==> src/rtl/irq_entry_pkg.sv <==
package irq_entry_pkg;

    localparam int ADDR_W = 16;
    localparam int DATA_W = 8;

    localparam logic [DATA_W-1:0] OPC_BREAK = 8'h00;

    typedef enum logic [2:0] {
        ST_IDLE,
        ST_FETCH,
        ST_REREAD,
        ST_PUSH_HI,
        ST_PUSH_LO,
        ST_PUSH_ST,
        ST_VEC_LO,
        ST_VEC_HI
    } ent_state_e;

    typedef struct packed {
        logic [ADDR_W-1:0] addr;
        logic              we;
        logic [DATA_W-1:0] wdata;
        logic              sync;
    } bus_cyc_t;

    function automatic logic [DATA_W-1:0] stacked_status(
        input logic [DATA_W-1:0] p,
        input int                brk_bit,
        input int                one_bit
    );
        logic [DATA_W-1:0] r;
        r          = p;
        r[brk_bit] = 1'b0;
        r[one_bit] = 1'b1;
        return r;
    endfunction

    function automatic logic [ADDR_W-1:0] stack_addr(
        input logic [DATA_W-1:0] page,
        input logic [DATA_W-1:0] sp
    );
        return {page, sp};
    endfunction

endpackage

==> src/rtl/irq_take_gate.sv <==
module irq_take_gate #(
    parameter int IDIS_BIT = 2
) (
    input  logic       instr_last,
    input  logic       br_taken,
    input  logic       busy,
    input  logic       irq,
    input  logic [7:0] p_in,
    output logic       take
);
    // Decision is made only at a boundary that is not a taken branch.
    always_comb begin
        take = instr_last && !busy && !br_taken && irq && !p_in[IDIS_BIT];
    end
endmodule

==> src/rtl/irq_entry_fsm.sv <==
module irq_entry_fsm
    import irq_entry_pkg::*;
(
    input  logic       clk,
    input  logic       rst,
    input  logic       take,
    output ent_state_e st
);
    ent_state_e st_nx;

    always_comb begin
        unique case (st)
            ST_IDLE:    st_nx = take ? ST_FETCH : ST_IDLE;
            ST_FETCH:   st_nx = ST_REREAD;
            ST_REREAD:  st_nx = ST_PUSH_HI;
            ST_PUSH_HI: st_nx = ST_PUSH_LO;
            ST_PUSH_LO: st_nx = ST_PUSH_ST;
            ST_PUSH_ST: st_nx = ST_VEC_LO;
            ST_VEC_LO:  st_nx = ST_VEC_HI;
            ST_VEC_HI:  st_nx = ST_IDLE;
            default:    st_nx = ST_IDLE;
        endcase
    end

    always_ff @(posedge clk) begin
        if (rst) st <= ST_IDLE;
        else     st <= st_nx;
    end
endmodule

==> src/rtl/irq_entry_bus.sv <==
module irq_entry_bus
    import irq_entry_pkg::*;
#(
    parameter logic [7:0]  STACK_PAGE = 8'h01,
    parameter logic [15:0] VEC_ADDR   = 16'hFFFE,
    parameter int          BRK_BIT    = 4,
    parameter int          ONE_BIT    = 5
) (
    input  logic        clk,
    input  logic        rst,
    input  ent_state_e  st,
    input  logic [15:0] pc_in,
    input  logic [7:0]  sp_in,
    input  logic [7:0]  p_in,
    input  logic [7:0]  data_in,
    output bus_cyc_t    cyc,
    output logic        op_force,
    output logic        pc_we,
    output logic [15:0] pc_out,
    output logic        sp_we,
    output logic [7:0]  sp_out,
    output logic        iflag_set
);
    localparam logic [15:0] VEC_ADDR_HI = VEC_ADDR + 16'd1;

    logic [7:0] vec_lo_q;

    always_ff @(posedge clk) begin
        if (rst)                  vec_lo_q <= '0;
        else if (st == ST_VEC_LO) vec_lo_q <= data_in;
    end

    always_comb begin
        cyc       = '0;
        op_force  = 1'b0;
        pc_we     = 1'b0;
        pc_out    = {data_in, vec_lo_q};
        sp_we     = 1'b0;
        sp_out    = sp_in - 8'd1;
        iflag_set = 1'b0;
        unique case (st)
            ST_FETCH: begin
                cyc.addr = pc_in;
                cyc.sync = 1'b1;
                op_force = 1'b1;
            end
            ST_REREAD: cyc.addr = pc_in;
            ST_PUSH_HI, ST_PUSH_LO, ST_PUSH_ST: begin
                cyc.addr = stack_addr(STACK_PAGE, sp_in);
                cyc.we   = 1'b1;
                sp_we    = 1'b1;
                if (st == ST_PUSH_HI)      cyc.wdata = pc_in[15:8];
                else if (st == ST_PUSH_LO) cyc.wdata = pc_in[7:0];
                else cyc.wdata = stacked_status(p_in, BRK_BIT, ONE_BIT);
            end
            ST_VEC_LO: cyc.addr = VEC_ADDR;
            ST_VEC_HI: begin
                cyc.addr  = VEC_ADDR_HI;
                pc_we     = 1'b1;
                iflag_set = 1'b1;
            end
            default: ;
        endcase
    end

    // a push must never carry the break bit set
    p_status_r5: assert property (@(posedge clk) disable iff (rst)
        (st == ST_PUSH_ST) |-> (cyc.we && !cyc.wdata[BRK_BIT] && cyc.wdata[ONE_BIT]));
endmodule

==> src/rtl/irq_entry_seq.sv <==
module irq_entry_seq
    import irq_entry_pkg::*;
#(
    parameter logic [7:0]  STACK_PAGE = 8'h01,
    parameter logic [15:0] VEC_ADDR   = 16'hFFFE,
    parameter int          IDIS_BIT   = 2,
    parameter int          BRK_BIT    = 4,
    parameter int          ONE_BIT    = 5
) (
    input  logic        clk,
    input  logic        rst,
    input  logic        irq,
    input  logic [15:0] pc_in,
    input  logic [7:0]  sp_in,
    input  logic [7:0]  p_in,
    input  logic        instr_last,
    input  logic        br_taken,
    input  logic [7:0]  data_in,
    output logic [15:0] bus_addr,
    output logic        bus_we,
    output logic [7:0]  bus_wdata,
    output logic        sync,
    output logic        busy,
    output logic        op_force,
    output logic [7:0]  op_force_val,
    output logic        pc_we,
    output logic [15:0] pc_out,
    output logic        sp_we,
    output logic [7:0]  sp_out,
    output logic        iflag_set
);
    ent_state_e st;
    bus_cyc_t   cyc;
    logic       take;

    assign busy         = (st != ST_IDLE);
    assign bus_addr     = cyc.addr;
    assign bus_we       = cyc.we;
    assign bus_wdata    = cyc.wdata;
    assign sync         = cyc.sync;
    assign op_force_val = OPC_BREAK;

    irq_take_gate #(.IDIS_BIT(IDIS_BIT)) u_gate (
        .instr_last (instr_last),
        .br_taken   (br_taken),
        .busy       (busy),
        .irq        (irq),
        .p_in       (p_in),
        .take       (take)
    );

    irq_entry_fsm u_fsm (
        .clk  (clk),
        .rst  (rst),
        .take (take),
        .st   (st)
    );

    irq_entry_bus #(
        .STACK_PAGE (STACK_PAGE),
        .VEC_ADDR   (VEC_ADDR),
        .BRK_BIT    (BRK_BIT),
        .ONE_BIT    (ONE_BIT)
    ) u_bus (
        .clk       (clk),
        .rst       (rst),
        .st        (st),
        .pc_in     (pc_in),
        .sp_in     (sp_in),
        .p_in      (p_in),
        .data_in   (data_in),
        .cyc       (cyc),
        .op_force  (op_force),
        .pc_we     (pc_we),
        .pc_out    (pc_out),
        .sp_we     (sp_we),
        .sp_out    (sp_out),
        .iflag_set (iflag_set)
    );

    p_take_r1: assert property (@(posedge clk) disable iff (rst)
        (instr_last && !busy && irq && !p_in[IDIS_BIT] && !br_taken) |=> (busy && sync));

    p_mask_r2: assert property (@(posedge clk) disable iff (rst)
        (instr_last && !busy && p_in[IDIS_BIT]) |=> !busy);

    p_reread_r4: assert property (@(posedge clk) disable iff (rst)
        (busy && sync && $stable(pc_in)) |=> (busy && !sync && !bus_we && !op_force));

    p_vector_r6: assert property (@(posedge clk) disable iff (rst)
        pc_we |-> (iflag_set && !bus_we && bus_addr == VEC_ADDR + 16'd1));

    p_exit_r7: assert property (@(posedge clk) disable iff (rst)
        iflag_set |=> !busy);

    p_branch_r8: assert property (@(posedge clk) disable iff (rst)
        (instr_last && !busy && br_taken) |=> !busy);
endmodule

==> config.mk <==
export PLATFORM = sky130hd
export DESIGN_NAME = irq_entry_seq
export DESIGN_NICKNAME = d
export VERILOG_FILES = /design/src/rtl/irq_entry_pkg.sv /design/src/rtl/irq_take_gate.sv /design/src/rtl/irq_entry_fsm.sv /design/src/rtl/irq_entry_bus.sv /design/src/rtl/irq_entry_seq.sv
export SDC_FILE = /design/constraint.sdc
export NUM_CORES = 1
export LEC_CHECK = 0
export ABC_AREA = 1
export BUFFER_PORTS_ARGS = -buffer_cell sky130_fd_sc_hd__buf_2
export CORE_MARGIN = 1.5
export CORE_UTILIZATION = 30
export CTS_BUF_LIST = sky130_fd_sc_hd__clkbuf_8
export DETAILED_ROUTE_END_ITERATION = 8
export PLACE_DENSITY = 0.71
export SLEW_MARGIN = 20
export SYNTH_ARGS = -nofsm -noshare
export SYNTH_HDL_FRONTEND = slang
export SYNTH_SLANG_ARGS = --single-unit
==> constraint.sdc <==
create_clock -name clk -period 1.2 [get_ports clk]
set_input_delay 0.06 -clock clk [delete_from_list [all_inputs] [get_ports clk]]
set_output_delay 0.06 -clock clk [all_outputs]
set_load 0.02 [all_outputs]
==> qor.yml, run 1 <==
hold_path:
  hold_path_class: "primary input to register"
  hold_end: "u_fsm.st[1]"
  hold_depth: 2
  min_from: "rst"
yosys:
  netlist_area_sq_mm: 0.00118
  synth-compound-area-share_pct: 9.41
  yosys.area_share.simple_pct: 43.3
  yosysSeqAreaShare_pct: 18.6
  syn-instance-count: 198
  synth_cell_types: 24
  yosysWarnings: 0
  yosys.area.top_type_share_pct: 18.6
  postSynth.asyncResetShare_pct: 0
  synth_mux_area_share_pct: 0
  synth_flop_cell: "dfxtp_1"
  synth_area_per_cell_sq_um: 5.98
  yosysTopAreaCell: "dfxtp_1"
  synth_edf_count: 0
  ys_ff_latch: 11
  synth_adder_area_share_pct: 1.06
  synth_top_family_by_area: "simple AND/OR/NAND/NOR gates"
  yosys-top-cells-area: "dfxtp_1 19%, nand2_1 15%, buf_4 12%"
  synth_xor_area_share_pct: 3.70
sta:
  min_period_over_period_pct: 119
  hold_violations: 1
  worst_slack_ns: -0.230
  fin_skew_ns: 0.00142
  max_clock_freq_ghz: 0.699
  period_needed_ns: 1.43
  fin_worst_hold_slack_ns: -0.000213
  final_max_slew_viol_count: 0
  rsz0062_at_grt: "true"
  setup_viol: 34
global_routing:
  grt_max_degree: 14
  grt_pass1_wl_microns: 5970
  groute.usage.overall_pct: 17.2
  grt_antenna_before_repair: 0
  grt_overflow: 0
  grt_pass1_vias: 1458
cts:
  clk_pin_slew_ns: 0.05
  clkLatencyLatePin_ns: 0.23
  clock-root-buffer: "clkbuf_8"
  cts_buffers: 3
  cts_tree: "built"
  htree_levels: 1
  clk_path_buf_depth: 2
  cts.sinks: 11
  holdBufCountCts: 0
place:
  io_buffers: 97
  dpl.hpwl_microns: 2960
  place.gp.congestion: 0.801
  dp_slack_ns: -0.0648
outcome:
  violations: "hold timing, setup timing"
  outcome: "finished with violations"
final_layout:
  drive_above_1_share_pct: 58.1
  layout.nets: 350
  antenna_cells: 0
  final_common_cell: "buf_2"
  layout_common_cells: "71 x buf_2, 34 x buf_6, 32 x nor2_1, 24 x nand2_1, 21 x nand2_2"
  area_growth_pct: 84.2
route:
  drt_iter0_markers: 46
  via_per_inst: 4.56
  drc: 0
  detail-route-antenna-nets: 0
  vias: 1601
  drt-pass1-iter-count: 4
  drt_wl_total_microns: 4050
  wl_per_cell_microns: 11.5
setup_path:
  cp_slowest_cell: "dfxtp_4"
  start_kind: "register"
  crit_fanout: 6
  cp_cell_sequence: "nor2_4, buf_4, nor2_4, buf_6, nand2_1, nand2_2, buf_6"
  rrSetupSlack_ns: -0.04
  required_ns: 1.14
  rr_endpoint: "u_bus.vec_lo_q[3]"
  rr_worst_depth: 7
  slowest_delay_ns: 0.38
  critPathKind: "register to output port"
  reg2reg_from: "u_fsm.st[1]"
  crit_arrival_ns: 1.37
  endpoint_kind: "output port"
floorplan:
  io_pins: 108
  dieHeight_microns: 65.8
  rows: 22
  die_w_microns: 65.8
  die_area_sq_mm: 0.00433
  core_sq_mm: 0.00372
  initial_utilization_pct: 31.9
pwr:
  ir_worst_vdd_uv: 526
  leakagePower_nw: 1.23
  powerDensity_mw_per_mm2: 579
  fin_total_pwr_mw: 1.26
flow_run:
  drv_cap: 0
[flip-flops by register name, indices dropped and copies added, names as in the netlist]
signal          cells
u_fsm.st            3
u_bus.vec_lo_q      8
[logic make-up (layout without fill, tap and decap cells)]
family	count (synthesis)	in the layout
and+or+nand+nor	113	113
AOI/OAI and AO/OA	22	22
other	1	8
xor gates and xnor gates	5	5
DFF	11	11
buffers and inverters	45	143
adders and majority gates	1	1
[worst max path at each step]
stage | start | slack, ns | cells after the start | to
after global routing | u_fsm.st[1] | -0.29 | 7 | bus_addr[13]
after global placement | u_fsm.st[1] | -0.02 | 8 | bus_wdata[2]
after floorplan | u_fsm.st[2] | -0.07 | 6 | bus_addr[12]
after detailed placement | u_fsm.st[1] | -0.06 | 8 | bus_wdata[3]
final | u_fsm.st[1] | -0.23 | 7 | bus_addr[10]
after CTS | u_fsm.st[1] | -0.22 | 7 | bus_addr[10]
[through the flow]
stage	TNS, ns	util (%)	hold WS [ns]	area (sq um)	instances
6_report	-4.93	58.7	-0.000213	2180	351
5_1_grt	-7.27	58.7	0.0162	2180	351
4_1_cts	-4.67	54.4	0.00984	2020	348
3_5_place_dp	-0.306	45.7	0.256	1700	340
3_3_place_gp	-0.115	45.7	0.252	1700	340
2_1_floorplan	-0.276	-	0.130	1250	205
[routing by layer]
| metal | global-route usage (%) | vias to the layer above | routed length (microns) |
|---|---|---|---|
| li1 | - | 806 | - |
| met1 | 18.6 | 727 | 1580 |
| met2 | 34.3 | 66 | 2170 |
| met3 | 2.90 | 2 | 281 |
| met4 | 3.65 | 0 | 8 |
| met5 | 0 | - | 0 |
[power by group]
| group | internal (mW) | switching [mW] | total (mW) |
|---|---|---|---|
| Combinational | 0.230 | 0.306 | 0.536 |
| Clock | 0.224 | 0.129 | 0.353 |
| Sequential | 0.366 | 0.00747 | 0.373 |
| Total | 0.820 | 0.443 | 1.26 |
[synth_stat cells, types with 2 or more instances]
master    number
nand3_1       15
nor3_1         8
inv_1         20
nand2_4        3
nor2_4         2
a21oi_1        8
o21ai_0       13
nand2_1       48
xnor2_1        4
buf_4         19
dfxtp_1       11
clkbuf_8       2
nor2_1        34
[critical path, delay by kind of cell (launching register included)]
family	cells	cell delay, ns
flops	1	0.38
simple gates	4	0.35
buf+inv	3	0.40
[layout make-up]
class	instances	area, sq um
Fill cell	359	1540
Multi-Input combinational cell	149	905
Timing Repair Buffer	118	848
Sequential cell	11	231
Inverter	21	91.3
Tap cell	48	60.1
Clock buffer	3	41.3
Clock inverter	1	3.75
[repair_timing]
| item | 4_1_cts | 5_1_grt |
|---|---|---|
| pin swaps | 11 | 18 |
| buffers inserted | 4 | 4 |
| setup endpoints to repair | 31 | 37 |
| resized for setup | 80 | 37 |
| cloned | 0 | 0 |
(Power assumes the default switching activity.)
==> inputs of run 2 (changes only) <==
ABC_AREA = unset   (was 1)
GPL_ROUTABILITY_DRIVEN = 1   (was unset)
PLACE_DENSITY = 0.7   (was 0.71)
==> run 2 against run 1 <==
Against the previous run:
- the flow finishes with violations (setup timing)
- worst hold slack improved by 0.069 ns
- synthesized cell count fell by 9.1%
- clock skew fell by 0.00095 ns
- critical endpoint is now bus_addr[4]
- die area rose by 6.1%
- largest power group unchanged
- first-iteration DRC count fell by 17%
- maximum frequency barely moved
- combinational power rose by 32%
- via count rose by 4.7%
- sequential share of layout area fell by 1.0 points
- power rose by 13%
==> qor.yml, run 2 <==
global_routing:
  grt_pass1_wl_microns: 6400  # was 5970 microns
  groute.usage.overall_pct: 17.9  # was 17.2%
  grt_max_degree: 15  # was 14
  grt_overflow: 0  # unchanged
  grt_pass1_vias: 1436  # was 1458
  grt_antenna_before_repair: 0  # unchanged
final_layout:
  final_common_cell: "buf_2"  # unchanged
  design_area_sq_mm: 0.00239  # was 0.00218 sq mm
  largest_register: "u_bus.vec_lo_q"  # unchanged
  layout.nets: 341  # was 350
  fill_cells: 357  # was 359
  layout_common_cells: "64 x buf_2, 46 x buf_4, 20 x buf_6, 18 x a21oi_1, 14 x nand2_1"  # was 71 x buf_2, 34 x buf_6, 32 x nor2_1, 24 x nand2_1, 21 x nand2_2
  largest_register_ffs: 8  # unchanged
  area_growth_pct: 90.0  # was 84.2%
  antenna_cells: 0  # unchanged
  top_regs: "u_bus.vec_lo_q x8, u_fsm.st x3"  # unchanged
  drive_above_1_share_pct: 64.3  # was 58.1%
cts:
  cts_buffers: 3  # unchanged
  holdBufCountCts: 0  # unchanged
  clkLatencyLatePin_ns: 0.23  # about the same
  cts.sinks: 11  # unchanged
  clock-root-buffer: "clkbuf_8"  # unchanged
  clk_pin_slew_ns: 0.05  # about the same
  clk_path_buf_depth: 2  # unchanged
  cts_tree: "built"  # unchanged
  htree_levels: 1  # unchanged
setup_path:
  reg2reg_from: "u_fsm.st[1]"  # unchanged
  required_ns: 1.14  # about the same
  rrSetupSlack_ns: -0.01  # was -0.04 ns
  rr_endpoint: "u_bus.vec_lo_q[7]"  # was u_bus.vec_lo_q[3]
  crit_fanout: 7  # was 6
  crit_arrival_ns: 1.37  # about the same
  start_kind: "register"  # unchanged
  critPathKind: "register to output port"  # unchanged
  cp_slowest_cell: "dfxtp_4"  # unchanged
  endpoint_kind: "output port"  # unchanged
  rr_worst_depth: 5  # was 7
  slowest_delay_ns: 0.38  # about the same
  cp_cell_sequence: "buf_6, buf_8, nor2b_4, o21ai_0, o211ai_1, buf_4"  # was nor2_4, buf_4, nor2_4, buf_6, nand2_1, nand2_2, buf_6
yosys:
  ys_top_cells_by_count: "22 x nand2_1, 21 x a21oi_1, 19 x buf_4, 15 x nor2_1, 14 x o21ai_0"  # was 48 x nand2_1, 34 x nor2_1, 20 x inv_1, 19 x buf_4, 15 x nand3_1
  netlist_area_sq_mm: 0.00126  # was 0.00118 sq mm
  yosys.area.top_type_share_pct: 17.5  # was 18.6%
  syn-instance-count: 180  # was 198
  yosysTopAreaCell: "dfxtp_1"  # unchanged
  synth_cell_types: 36  # was 24
  postSynth.asyncResetShare_pct: 0  # unchanged
  yosys-top-cells-area: "dfxtp_1 17%, buf_4 11%, a21oi_1 8.3%"  # was dfxtp_1 19%, nand2_1 15%, buf_4 12%
  yosys.cell_count.top_type: "nand2_1"  # unchanged
  synth_flop_cell: "dfxtp_1"  # unchanged
  yosysSeqAreaShare_pct: 17.5  # was 18.6%
  synth_area_per_cell_sq_um: 6.99  # was 5.98 sq um
  ys_ff_latch: 11  # unchanged
  synth_edf_count: 0  # unchanged
  yosysWarnings: 0  # unchanged
place:
  place.gp.congestion: 0.792  # was 0.801
  io_buffers: 97  # unchanged
  dpl_cell_area_sq_mm: 0.00193  # was 0.00170 sq mm
  dpl.hpwl_microns: 3140  # was 2960 microns
route:
  wl_per_cell_microns: 13.1  # was 11.5 microns
  drc: 0  # unchanged
  via_per_inst: 4.88  # was 4.56
  detail-route-antenna-nets: 0  # unchanged
  vias: 1677  # was 1601
  drt-pass1-iter-count: 4  # unchanged
  drt_wl_total_microns: 4500  # was 4050 microns
  drt_iter0_markers: 38  # was 46
floorplan:
  initial_utilization_pct: 31.2  # was 31.9%
  die_w_microns: 67.8  # was 65.8 microns
  rows: 23  # was 22
  io_pins: 108  # unchanged
  core_sq_mm: 0.00403  # was 0.00372 sq mm
  dieHeight_microns: 67.8  # was 65.8 microns
  die_area_sq_mm: 0.00459  # was 0.00433 sq mm
hold_path:
  hold_depth: 3  # was 2
  hold_path_class: "primary input to register"  # unchanged
  hold_end: "u_bus.vec_lo_q[6]"  # was u_fsm.st[1]
  min_from: "data_in[6]"  # was rst
outcome:
  violations: "setup timing"  # was hold timing, setup timing
  outcome: "finished with violations"  # unchanged
pwr:
  pwr-share-clk_pct: 24.3  # was 27.9%
  powerDensity_mw_per_mm2: 597  # was 579 mW/mm^2
  power_switching_share_pct: 35.8  # was 35.1%
  leakagePower_nw: 1.25  # was 1.23 nW
  seqPwrFrac_pct: 26.2  # was 29.6%
  ir_worst_vdd_uv: 740  # was 526 uV
  comb_power_share_pct: 49.4  # was 42.5%
  switchingPower_mw: 0.511  # was 0.443 mW
  p_int_mw: 0.915  # was 0.820 mW
sta:
  worst_slack_ns: -0.231  # was -0.230 ns
  tns_ns: -5.03  # was -4.93 ns
  fin_skew_ns: 0.000464  # was 0.00142 ns
  period_needed_ns: 1.43  # about the same
  hold_violations: 0  # was 1
  rsz0062_at_grt: "true"  # unchanged
  setup_viol: 38  # was 34
  final_max_slew_viol_count: 0  # unchanged
  max_clock_freq_ghz: 0.699  # about the same
  min_period_over_period_pct: 119  # about the same
flow_run:
  drv_cap: 0  # unchanged
-- run 2: cell count changes after synthesis, moves of 7 or more --
| cell | change |
|---|---|
| nand2_1 | -26 |
| nor2_1 | -19 |
| inv_1 | -15 |
| nand3_1 | -15 |
| a21oi_1 | +13 |
| mux2i_1 | +9 |
| nor3_1 | -8 |
| clkbuf_1 | +7 |
| nor2b_1 | +7 |
| o2bb2ai_1 | +7 |
-- run 2: logic make-up after synthesis --
kind of cell	Yosys count	synth area share, %
AO/OA/AOI/OAI	56	27.4
multiplexers	9	7.16
AND/OR/NAND/NOR	59	25.2
XOR/XNOR	6	4.17
adder cells (fa/ha/maj)	1	0.994
buffers and inverters	37	17.2
other	1	0.298
flip-flops	11	17.5
-- run 2: per-layer routing --
metal	vias up	share of wire, %	track usage, %
li1	844	-	-
met1	767	43	23.7
met2	64	50	30.5
met3	2	6.7	2.50
met4	0	0.31	4.50
met5	-	0	0
-- run 2: layout make-up --
cell class | count | area [sq um] | share of cell area, %
Clock buffer | 3 | 41.3 | 1.73
Clock inverter | 1 | 3.75 | 0.157
Inverter | 6 | 22.5 | 0.942
Multi-Input combinational cell | 139 | 1070 | 44.8
Sequential cell | 11 | 229 | 9.58
Tap cell | 50 | 62.6 | 2.62
Timing Repair Buffer | 134 | 961 | 40.2
-- run 2: repair_timing --
item / 4_1_cts / 5_1_grt
buffers inserted: 5 / 4
endpoints found under the setup margin: 43 / 43
resized for setup: 71 / 39
pin swaps: 14 / 13
cloned: 0 / 0
-- run 2: worst max path at each step --
stage / startpoint / endpoint / slack (ns) / cells after the start
finish: u_fsm.st[0] / bus_addr[4] / -0.23 / 6
global route: u_fsm.st[2] / bus_addr[9] / -0.30 / 6
CTS: u_fsm.st[2] / bus_addr[10] / -0.22 / 6
detailed placement: u_fsm.st[1] / bus_wdata[0] / -0.11 / 5
global placement: u_fsm.st[1] / bus_wdata[0] / -0.1 / 5
floorplan: u_fsm.st[1] / bus_wdata[0] / -0.07 / 4
-- run 2: worst max-delay path: cells and delay by family (launching register included) --
kind                   cells  cell delay [ns]
buffers and inverters      3             0.44
AND/OR/NAND/NOR            1             0.04
AO/OA/AOI/OAI              2             0.28
flip-flops                 1             0.38
-- run 2: per-stage QoR --
stage | hold slack, ns | cells | worst slack, ns | power, mW | utilization [%]
2_1_floorplan | 0.133 | 187 | -0.0685 | 0.741 | -
3_3_place_gp | 0.303 | 331 | -0.0963 | 0.947 | 48.0
3_5_place_dp | 0.313 | 331 | -0.112 | 0.953 | 48.0
4_1_cts | 0.0679 | 340 | -0.220 | 1.37 | 55.4
5_1_grt | 0.0802 | 344 | -0.298 | 1.50 | 59.3
6_report | 0.0690 | 344 | -0.231 | 1.43 | 59.3
-- run 2: power by group through the flow --
stage / clock [mW] / combinational [mW] / sequential [mW]
after floorplan: 0 / 0.360 / 0.381
after global placement: 0 / 0.562 / 0.385
after detailed placement: 0 / 0.568 / 0.385
after CTS: 0.358 / 0.640 / 0.375
after global routing: 0.370 / 0.757 / 0.375
final: 0.347 / 0.705 / 0.374
==> inputs of run 3 (changes only) <==
CAP_MARGIN = 20   (was unset)
CORE_MARGIN = unset   (was 1.5)
==> run 3 against run 2 <==
Against the previous run:
- the flow still finishes with violations (setup timing)
- sequential share of layout area down 0.71 points
- flip-flop and latch count unchanged
- non-clock buffer count up 5
- critical path depth unchanged
- maximum frequency down 1.5%
- via count up 6.3%
- highest routed layer unchanged
==> qor.yml, run 3 (same netlist as run 2, synthesis figures left out) <==
outcome:
  outcome: "finished with violations"  # unchanged
  violations: "setup timing"  # unchanged
cts:
  cts.sinks: 11  # unchanged
  holdBufCountCts: 0  # unchanged
  clkLatencyLatePin_ns: 0.23  # about the same
  clk_pin_slew_ns: 0.05  # about the same
  clock-root-buffer: "clkbuf_8"  # unchanged
  cts_buffers: 3  # unchanged
  htree_levels: 1  # unchanged
  clk_path_buf_depth: 2  # unchanged
  cts_tree: "built"  # unchanged
flow_run:
  drv_cap: 0  # unchanged
pwr:
  p_int_mw: 0.938  # was 0.915 mW
  powerDensity_mw_per_mm2: 562  # was 597 mW/mm^2
  seqPwrFrac_pct: 25.5  # was 26.2%
  switchingPower_mw: 0.529  # was 0.511 mW
  power_switching_share_pct: 36.1  # was 35.8%
  pwr-share-clk_pct: 23.7  # was 24.3%
  leakagePower_nw: 1.30  # was 1.25 nW
  fin_total_pwr_mw: 1.47  # was 1.43 mW
  ir_worst_vdd_uv: 682  # was 740 uV
  comb_power_share_pct: 50.9  # was 49.4%
setup_path:
  rr_endpoint: "u_bus.vec_lo_q[1]"  # was u_bus.vec_lo_q[7]
  required_ns: 1.14  # about the same
  reg2reg_from: "u_fsm.st[2]"  # was u_fsm.st[1]
  critPathKind: "register to output port"  # unchanged
  endpoint_kind: "output port"  # unchanged
  start_kind: "register"  # unchanged
  rr_worst_depth: 6  # was 5
  crit_arrival_ns: 1.39  # was 1.37 ns
  crit_path_start: "u_fsm.st[1]"  # was u_fsm.st[0]
  endpoint: "bus_addr[14]"  # was bus_addr[4]
  crit_fanout: 13  # was 7
  rrSetupSlack_ns: -0.10  # was -0.01 ns
final_layout:
  drive_above_1_share_pct: 65.9  # was 64.3%
  antenna_cells: 0  # unchanged
  layout_common_cells: "58 x buf_2, 46 x buf_4, 24 x buf_6, 19 x a21oi_1, 16 x nand2_1"  # was 64 x buf_2, 46 x buf_4, 20 x buf_6, 18 x a21oi_1, 14 x nand2_1
  seqCellArea_sq_um: 231  # was 229 sq um
  final_common_cell: "buf_2"  # unchanged
  fill_cells: 347  # was 357
  layout.nets: 346  # was 341
  largest_register_ffs: 8  # unchanged
  largest_register: "u_bus.vec_lo_q"  # unchanged
  top_regs: "u_bus.vec_lo_q x8, u_fsm.st x3"  # unchanged
  fin_cells: 349  # was 344
  area_growth_pct: 107  # was 90.0%
  postLayoutCoreUtil_pct: 65.3  # was 59.3%
  multiInputGateArea_sq_mm: 0.00110  # was 0.00107 sq mm
floorplan:
  die_area_sq_mm: 0.00446  # was 0.00459 sq mm
  core_sq_mm: 0.00400  # was 0.00403 sq mm
  die_w_microns: 66.8  # was 67.8 microns
  rows: 23  # unchanged
  io_pins: 108  # unchanged
  dieHeight_microns: 66.8  # was 67.8 microns
  initial_utilization_pct: 31.5  # was 31.2%
route:
  detail-route-antenna-nets: 0  # unchanged
  drt_wl_total_microns: 5010  # was 4500 microns
  via_per_inst: 5.11  # was 4.88
  vias: 1782  # was 1677
  wl_per_cell_microns: 14.3  # was 13.1 microns
  drt-pass1-iter-count: 4  # unchanged
  drt_iter0_markers: 74  # was 38
  drc: 0  # unchanged
place:
  dpl.hpwl_microns: 3170  # was 3140 microns
  dp_slack_ns: -0.0902  # was -0.112 ns
  placedCellCount: 336  # was 331
  place.gp.congestion: 0.684  # was 0.792
  io_buffers: 97  # unchanged
sta:
  period_needed_ns: 1.45  # was 1.43 ns
  hold_violations: 0  # unchanged
  worst_slack_ns: -0.253  # was -0.231 ns
  max_clock_freq_ghz: 0.688  # was 0.699 GHz
  min_period_over_period_pct: 121  # was 119%
  fin_skew_ns: 0.00198  # was 0.000464 ns
  setup_viol: 39  # was 38
  final_max_slew_viol_count: 0  # unchanged
  rsz0062_at_grt: "true"  # unchanged
global_routing:
  groute.usage.overall_pct: 19.4  # was 17.9%
  grt_max_degree: 16  # was 15
  grt_overflow: 0  # unchanged
  grt_antenna_before_repair: 0  # unchanged
  grt_pass1_vias: 1480  # was 1436
  grt_pass1_wl_microns: 6710  # was 6400 microns
hold_path:
  hold_path_class: "primary input to register"  # unchanged
run 3: cell types whose count changed in the layout (fill, tap and decap cells not counted), moves of 3 or more:
cell       before  now
o2bb2ai_2       0    5
o2bb2ai_1       7    1
buf_6          20   24
buf_2          64   58
buf_12          2    5
run 3: worst max-delay path, cell delays in order (launching register included):
cell and delay, ns:
dfxtp_4 0.36, buf_12 0.15, nor3b_4 0.23, buf_6 0.15
nand2_1 0.07, o21ai_2 0.07, buf_6 0.13
run 3: stage by stage:
step / setup TNS (ns) / hold slack, ns / instance area [sq um]
2_1_floorplan: -0.528 / 0.133 / 1360
3_3_place_gp: -0.107 / 0.299 / 2010
3_5_place_dp: -0.481 / 0.319 / 2010
4_1_cts: -5.16 / 0.0743 / 2370
5_1_grt: -8.60 / 0.0879 / 2610
6_report: -6.06 / 0.0696 / 2610
run 3: layout make-up:
class	instances	share of cell area, %
clock buffers	3	1.58
clock inverters	1	0.144
flip-flops and latches	11	8.86
multi-input cells	139	42.1
well taps	50	2.40
inverters	6	1.05
repair buffers	139	43.9
run 3: worst min-delay path by stage:
stage | to | slack [ns] | from | cells past startpoint
2_1_floorplan | u_fsm.st[0] | 0.13 | rst | 1
3_3_place_gp | u_bus.vec_lo_q[5] | 0.30 | data_in[5] | 3
3_5_place_dp | u_bus.vec_lo_q[2] | 0.32 | data_in[2] | 3
4_1_cts | u_bus.vec_lo_q[5] | 0.07 | data_in[5] | 3
5_1_grt | u_bus.vec_lo_q[0] | 0.09 | data_in[0] | 3
6_report | u_bus.vec_lo_q[5] | 0.07 | data_in[5] | 3
run 3: repair_timing:
item / in CTS / in global routing
cloned: 2 / 2
resized for setup: 75 / 46
buffers inserted: 2 / 3
setup endpoints to repair: 43 / 43
pin swaps: 9 / 15
endpoints found under the hold margin: 0 / 0
run 3: per-layer routing:
layer	part of all wire (%)	routed length [microns]	track usage (%)	vias up
li1	-	-	-	850
met1	37	1860	23.4	832
met2	54	2700	36.1	88
met3	7.2	362	2.40	12
met4	1.6	81	3.99	0
met5	0	0	0	-
run 3: power by group through the flow:
| stage | clock (mW) | combinational (mW) | sequential (mW) |
|---|---|---|---|
| finish | 0.347 | 0.746 | 0.374 |
| global route | 0.380 | 0.795 | 0.374 |
| CTS | 0.351 | 0.667 | 0.375 |
| detailed placement | 0 | 0.587 | 0.383 |
| global placement | 0 | 0.579 | 0.382 |
| floorplan | 0 | 0.360 | 0.381 |
